## src/rtl/linked_word_dma.sv

```systemverilog
module linked_word_dma #(
  parameter int DW = 32,
  parameter int IDXW = 4,
  parameter int LAST_FETCH = 9,
  parameter int STAT_WORD = 7,
  parameter logic [DW-1:0] DONE_MARK = 1
) (
  input  logic          clk,
  input  logic          rst_n,
  input  logic          cfg_wr,
  input  logic          cfg_chan,
  input  logic          cfg_hi,
  input  logic [DW-1:0] cfg_data,
  input  logic          irq_clear,
  output logic          done_irq,
  output logic          busy,
  output logic          mem_req,
  output logic          mem_we,
  output logic [2*DW-1:0] mem_addr,
  output logic [DW-1:0] mem_wdata,
  input  logic          mem_ready,
  input  logic [DW-1:0] mem_rdata,
  output logic          io_req,
  output logic          io_we,
  output logic [DW-1:0] io_addr,
  output logic [DW-1:0] io_wdata,
  input  logic          io_ready,
  input  logic [DW-1:0] io_rdata
);
  localparam int AW = 2 * DW;
  localparam logic [AW-1:0] STAT_OFS = AW'(STAT_WORD * 4);

  typedef enum logic [2:0] {IDLE, FETCH, RD, WR, STAT} st_t;
  st_t st;

  logic [DW-1:0] hi_q [2];
  logic          wide, stop_pend, to_io, want_irq;
  logic [AW-1:0] desc_base, cur_ma;
  logic [IDXW-1:0] idx;
  logic [DW-1:0] nxt_lo, nxt_hi, ma_lo, io_a, len_q, slen, scnt, left, runs, data_q;

  wire lo_wr    = cfg_wr & ~cfg_hi;
  wire start    = lo_wr & cfg_data[3] & ~cfg_data[4] & (st == IDLE);
  wire stop_req = stop_pend | (lo_wr & cfg_data[4]);
  wire fire     = (mem_req & mem_ready) | (io_req & io_ready);
  wire [DW-1:0] rdata = to_io ? mem_rdata : io_rdata;
  wire [AW-1:0] gap = {{(AW-DW-2){1'b0}}, slen, 2'b00};

  assign busy = (st != IDLE);

  always_comb begin
    mem_req = 1'b0; mem_we = 1'b0; mem_addr = cur_ma; mem_wdata = data_q;
    io_req = 1'b0; io_we = 1'b0; io_addr = io_a; io_wdata = data_q;
    case (st)
      FETCH: begin
        mem_req = 1'b1;
        mem_addr = desc_base + {{(AW-IDXW-2){1'b0}}, idx, 2'b00};
      end
      RD: if (to_io) mem_req = 1'b1; else io_req = 1'b1;
      WR: if (to_io) begin io_req = 1'b1; io_we = 1'b1; end
          else begin mem_req = 1'b1; mem_we = 1'b1; end
      STAT: begin
        mem_req = 1'b1; mem_we = 1'b1;
        mem_addr = desc_base + STAT_OFS; mem_wdata = DONE_MARK;
      end
      default: ;
    endcase
  end

  always_ff @(posedge clk) begin
    if (!rst_n) begin
      st <= IDLE; hi_q[0] <= '0; hi_q[1] <= '0; wide <= 1'b0; stop_pend <= 1'b0;
      desc_base <= '0; cur_ma <= '0; idx <= '0; nxt_lo <= '0; nxt_hi <= '0;
      ma_lo <= '0; io_a <= '0; len_q <= '0; slen <= '0; scnt <= '0; left <= '0;
      runs <= '0; data_q <= '0; to_io <= 1'b0; want_irq <= 1'b0; done_irq <= 1'b0;
    end else begin
      if (cfg_wr && cfg_hi) hi_q[cfg_chan] <= cfg_data;
      if (irq_clear) done_irq <= 1'b0;
      if (busy && lo_wr && cfg_data[4]) stop_pend <= 1'b1;
      case (st)
        IDLE: begin
          stop_pend <= 1'b0;
          if (start) begin
            wide <= cfg_data[0];
            desc_base <= {cfg_data[0] ? hi_q[cfg_chan] : '0, cfg_data[DW-1:5], 5'b0};
            idx <= '0;
            st <= FETCH;
          end
        end
        FETCH: if (fire) begin
          if (stop_req) st <= IDLE;
          else begin
            idx <= idx + 1'b1;
            case (idx)
              0: nxt_lo <= mem_rdata;
              1: ma_lo  <= mem_rdata;
              2: io_a   <= mem_rdata;
              3: len_q  <= mem_rdata;
              4: slen   <= mem_rdata;
              5: scnt   <= mem_rdata;
              6: begin want_irq <= mem_rdata[1]; to_io <= mem_rdata[12]; end
              8: nxt_hi <= mem_rdata;
              default: ;
            endcase
            if (idx == IDXW'(LAST_FETCH)) begin
              cur_ma <= {wide ? mem_rdata : '0, ma_lo};
              left   <= len_q;
              runs   <= (scnt > 1) ? scnt - 1 : '0;
              st     <= (len_q == 0) ? STAT : RD;
            end
          end
        end
        RD: if (fire) begin
          data_q <= rdata;
          st <= stop_req ? IDLE : WR;
        end
        WR: if (fire) begin
          cur_ma <= cur_ma + AW'(4);
          if (stop_req) st <= IDLE;
          else if (left == 1) begin
            if (runs == 0) st <= STAT;
            else begin
              runs <= runs - 1; left <= len_q;
              cur_ma <= cur_ma + AW'(4) + gap; st <= RD;
            end
          end else begin
            left <= left - 1; st <= RD;
          end
        end
        STAT: if (fire) begin
          if (stop_req) st <= IDLE;
          else if (nxt_lo[0]) begin
            desc_base <= {wide ? nxt_hi : '0, nxt_lo[DW-1:1], 1'b0};
            idx <= '0;
            st <= FETCH;
          end else begin
            if (want_irq) done_irq <= 1'b1;
            st <= IDLE;
          end
        end
        default: st <= IDLE;
      endcase
    end
  end
endmodule


```

## config.mk

```make
export PLATFORM = sky130hd
export DESIGN_NAME = linked_word_dma
export DESIGN_NICKNAME = d
export VERILOG_FILES = /design/src/rtl/linked_word_dma.sv
export SDC_FILE = /design/constraint.sdc
export NUM_CORES = 2
export LEC_CHECK = 0
export BUFFER_PORTS_ARGS = -buffer_cell sky130_fd_sc_hd__buf_4
export CAP_MARGIN = 20
export CORE_ASPECT_RATIO = 1.25
export CORE_MARGIN = 3
export CORE_UTILIZATION = 30
export CTS_BUF_LIST = sky130_fd_sc_hd__clkbuf_4 sky130_fd_sc_hd__clkbuf_8 sky130_fd_sc_hd__clkbuf_16
export CTS_CLUSTER_DIAMETER = 200
export DETAILED_ROUTE_END_ITERATION = 6
export HOLD_SLACK_MARGIN = 0.02
export MAX_ROUTING_LAYER = met4
export PLACE_DENSITY = 0.44
export REMOVE_ABC_BUFFERS = 1
export SYNTH_ARGS = -nofsm -noshare
export SYNTH_HDL_FRONTEND = slang
export SYNTH_SLANG_ARGS = --single-unit
```

## constraint.sdc

```tcl
create_clock -name clk -period 4.6 [get_ports clk]
set_input_delay 0 -clock clk [delete_from_list [all_inputs] [get_ports clk]]
set_output_delay 0 -clock clk [all_outputs]
set_load 0.02 [all_outputs]
```

== Word level (Yosys, flattened, before mapping) ==
Memory sizes are Yosys's and may differ from the RTL's.
Cells that the tools add are included.
Cells by class
  bitwise operators: 13
  add/sub/neg operators: 8
  order comparisons: 1
  reduce and logical (&&, ||, !) cells: 30
  muxes and demuxes: 77
  equal/unequal tests: 27
Operators with widths (count)
  two-way mux 64 bit: 11
  two-way mux 32 bit: 21
  case mux 64 bit (2 select lines): 3
  case mux 32 bit (2 select lines): 2
  subtractor 32 x 1 -> 32 bit (second input constant): 3
  adder 64 x 3 -> 64 bit (second input constant): 1
  adder 64 x 34 -> 64 bit: 1
  adder 64 x 5 -> 64 bit (second input constant): 1
  adder 64 x 6 -> 64 bit: 1
  logical NOT 32 bit: 2
  two-way mux 3 bit: 11
  == test 32 x 1 -> 1 bit (second input constant): 1
  greater-than comparator 32 x 1 -> 1 bit (second input constant): 1
  AND reduction 4 bit: 8
  OR reduction 32 bit: 1
  two-way mux 4 bit: 6
  != test 2 bit (second input constant): 12
  two-way mux 1 bit: 17
  case mux 3 bit (5 select lines): 1
  AND reduction 7 bit: 2
  == test 4 x 3 -> 1 bit (second input constant): 3
  case mux 4 bit (3 select lines): 1
  AND reduction 5 bit: 2
  == test 4 x 2 -> 1 bit (second input constant): 2
  other kinds (22): 42
Storage, ports and cells
  logic and storage cells: 176
  output and inout port bits: 166
  bits of input ports: 104
  register bits: 460
  memories: 1
  RAM bits: 64
Memory list
  hi_q: words 2, width 32, read ports 1, clocked after memory_dff 0, write ports 2, line 36  | logic [DW-1:0] hi_q [2];

== Logic depth before layout (Yosys ltp) ==
  depth in word-level cells: 7
  depth in mapped cells: 19
  mapped depth without buffers: 17

== Worst setup path before layout ==
Ideal clock, no wire load.
  kind: register to register
  start point: register cur_ma[5]
  end point: register cur_ma[51]
  period minus slack after synthesis: 4.062 ns
  arrival time: 3.948 ns
  library setup time: 0.115 ns
  required time: 4.485 ns
  stages on the path, launching flop included: 20
  slack: 0.538 ns
  path buffers: 3
  cells stage by stage: dfxtp_1 -> buf_2 -> nand4_2 -> or4_1 -> buf_2 -> or2_2 -> nor2_1 -> xor2_1 -> ha_1 -> clkbuf_1 -> a21oi_1 -> o21ai_0 -> nor2_1 -> a41oi_1 -> and3_1 -> o21a_4 -> nand3_2 -> nor2_1 -> xor2_1 -> a2111oi_0
On the way
  longest elaborated chain between the ends: 7
Ends and longest elaborated chain
  start, declared: line 38  | logic [AW-1:0] desc_base, cur_ma;
  start signal, assigned: line 106  | cur_ma <= {wide ? mem_rdata : '0, ma_lo};
  start signal, assigned: line 118  | cur_ma <= cur_ma + AW'(4);
  adder 64 x 3 -> 64 bit (*): line 118, 124
  adder 64 x 34 -> 64 bit: line 124  | cur_ma <= cur_ma + AW'(4) + gap; st <= RD;
  two-way mux 64 bit: line 121  | if (runs == 0) st <= STAT;
  two-way mux 64 bit: line 120  | else if (left == 1) begin
  two-way mux 64 bit (*): line 119  | if (stop_req) st <= IDLE;
  two-way mux 64 bit (*): line 117  | WR: if (fire) begin
  case mux 64 bit (2 select lines) (*): line 80  | case (st)
Mark *: on every way between the ends. The rest lies on a longest branch, timed or not. The select of a mux whose other input is x is not followed.
A chain may end at the register's enable or synchronous reset.

== Worst setup path after layout ==
  start point: register cur_ma[7]
  end point: register cur_ma[51]
The elaborated chain is that of the path after synthesis.

==> metrics <==
antenna-violating nets left 0; endpoint required time on the critical path 5.13 ns; number of global-route vias before repair 26970; post-layout minimum cycle time 4.341 ns; maximum capacitance violations 0; # nets final 4193; antenna violations before repair 8; kind of end point of the critical path register; worst-case clock buffer depth 3; grt peak-use layer met2; Max Freq 230.4 MHz; number of iterations in the first detailed-routing pass 5; die boundary width 282.4 um; met3 Usage GRT 2.926%; critical path peak fanout 8; setup TNS 0 ns; startpoint kind of the worst setup timing path register; Initial Utilization 30.30%; clock-pin slew on the worst setup and hold paths 0.07 ns; Worst slew margin 30.85%; total gr overflow 0; largest net degree at the start of global routing 139; total power 10.82 mW; Iteration-0 DRC Markers 2206; Mapped Area 0.02866 mm2; worst-skew pair later-pin latency 0.67 ns; HPWL after DPL 82130 um; class of the tightest hold or removal check in -> reg; placeable core region 0.09459 mm2; final hold violation count 0; Site Rows 126; outcome finished, final reports clean; ratio of routed vias to standard cells 5.301; placed instance area 0.03200 mm2; crit path DAT 4.88 ns; routability-driven placement congestion ratio 0.9003; floorplan die height 351.6 um; transition time of the tightest slew-check pin 1.037 ns; number of DRC violations after detailed routing 0; Async SR Flop Fraction 0%; largest vdd supply drop 0.0003347 V; Setup Viol. Count Final 0; post-route cell area 0.03559 mm2; Synth top cells by count 729 x nand2_1, 459 x dfxtp_1, 428 x a21oi_1, 400 x nor2_1, 265 x clkbuf_1; DIE AREA 0.09930 mm2; predominant post-synthesis flop cell dfxtp_1; drt total wl 122600 um; number of cells produced by synthesis 3766; Worst Hold Margin 0.09926 ns; sequential-to-total area share from yosys stat 38.77%; mean routed wirelength per cell 23.09 um; Num CTS Buffers 60; top cell type's share of synthesized area 32.06%; largest area contributor in the synthesized netlist dfxtp_1; grt met2 use 40.45%; Max Slew Vio Count 0; classification of the worst setup path reg -> reg; number of enable flip-flop cells after synthesis 64; clock tree from TritonCTS done; setup repair after global routing missed its margin true; sink count of the clock tree 523; input/output buffers 269; count of buffers added by post-CTS timing repair for setup 0; met1 routing resource usage after global routing 32.56%; layout-stage area growth over the synthesis result 24.18%; Power Density 304.2 mW/mm2; number of top-level pins 270; Final Core Density 37.62%; most repeated cell in the gate-level netlist after synthesis nand2_1; # H-tree levels 2; count of different cell masters after synthesis 81; static leakage 12.95 nW; total routing usage reported by global routing 24.83%; dominant cells by area after synthesis dfxtp_1 32%, nand2_1 9.5%, a21oi_1 7.5%; global-route wire length before repair 179600 um; fraction of final layout cells sized beyond drive strength 1 13.43%; post-route fraction of the period consumed by the critical path 94.36%; clock tree skew after final layout 0.05011 ns; average footprint of a synthesized cell 7.610 um2; synthesized flop and latch total 523; detailed-route via count 28140; Yosys warnings 0; root buffer selected by CTS clkbuf_16
[layout make-up]
type	instances	area [um2]
fillers	9965	59000
multi-input cells	2909	16410
clock buffers	90	1794
flip-flops and latches	523	11120
repair buffers	501	4154
clock inverters	23	412.9
diodes	6	15.01
well taps	1216	1521
inverters	41	161.4
[path summary, 6_finish.rpt]
check | from | cells after the start | slack [ns] | to
setup / recovery | cur_ma[7] | 17 | 0.26 | cur_ma[51]
hold / removal | cfg_hi | 4 | 0.1 | stop_pend
setup reg to reg | cur_ma[7] | 17 | 0.26 | cur_ma[51]
hold reg to reg | io_addr[11] | 2 | 0.45 | io_addr[11]
[metal layers]
metal  vias to the layer above  wire length, um
met5                         -                0
met4                         0             3385
met3                       144             6347
met2                       806            58100
met1                     13520            54740
li1                      13670                -
[kinds of logic after synthesis]
kind of cell	after synthesis	synth area share [%]
and+or+nand+nor	1689	26.85
AOI/OAI and AO/OA	890	18.69
DFF	523	38.77
buffers and inverters	334	4.471
xor gates and xnor gates	200	6.138
muxes	77	2.707
adders and majority gates	53	2.366
[power breakdown]
part | internal, mW | switching, mW
registers | 4.68 | 0.0366
logic | 0.246 | 0.471
clock network | 3.27 | 2.13
[worst max-delay path, cell delays in order (launching register included)]
cell	delay (ns)
dfxtp_2	0.38
nand4_2	0.19
or4_4	0.63
or2_2	0.33
nor2_1	0.12
xor2_1	0.27
ha_2	0.37
a21oi_1	0.19
o21ai_0	0.12
nor2_1	0.11
a41oi_1	0.10
buf_4	0.19
and3_1	0.21
o21a_4	0.27
nand3_2	0.17
nor2_1	0.07
xor2_1	0.15
a2111oi_2	0.34
[cell usage in the layout (no fill, tap or decap), types with 44 or more instances in the layout]
cell and instances:
ha_1 50, a211oi_1 94, edfxtp_1 64, mux2i_1 73
buf_4 364, nor2_1 392, dfxtp_1 454, xnor2_1 120
nor4_1 44, and2_1 112, nand3_1 96, xor2_1 79
clkbuf_16 61, dlygate4sd3_1 132, a21oi_1 427, nor3_1 90
o21ai_0 140, nand4_1 48, nand2_1 726
[metrics by stage]
step | instances | worst slack [ns]
final | 5309 | 0.2593
after global routing | 5307 | -0.05706
after CTS | 5303 | 0.05718
after detailed placement | 5058 | 0.1879
after global placement | 5058 | 0.2205
after floorplan | 3473 | -2.703
[what timing repair did]
action | 4_1_cts | 5_1_grt
hold endpoints to repair | 389 | 0
resized for setup | 1 | 13
pin swaps | 0 | 1
setup endpoints to repair | 2 | 28
hold buffers | 132 | 0
[sequential cells by signal, summed over array words and instances (netlist names)]
register	cells
scnt	32
io_wdata	32
desc_base	63
slen	32
ma_lo	32
io_addr	32
left	32
st	3
stop_pend	1
idx	4
hi_q	64
done_irq	1
nxt_lo	32
cur_ma	64
wide	1
to_io	1
want_irq	1
runs	32
len_q	32
nxt_hi	32
(Power assumes the default switching activity.)
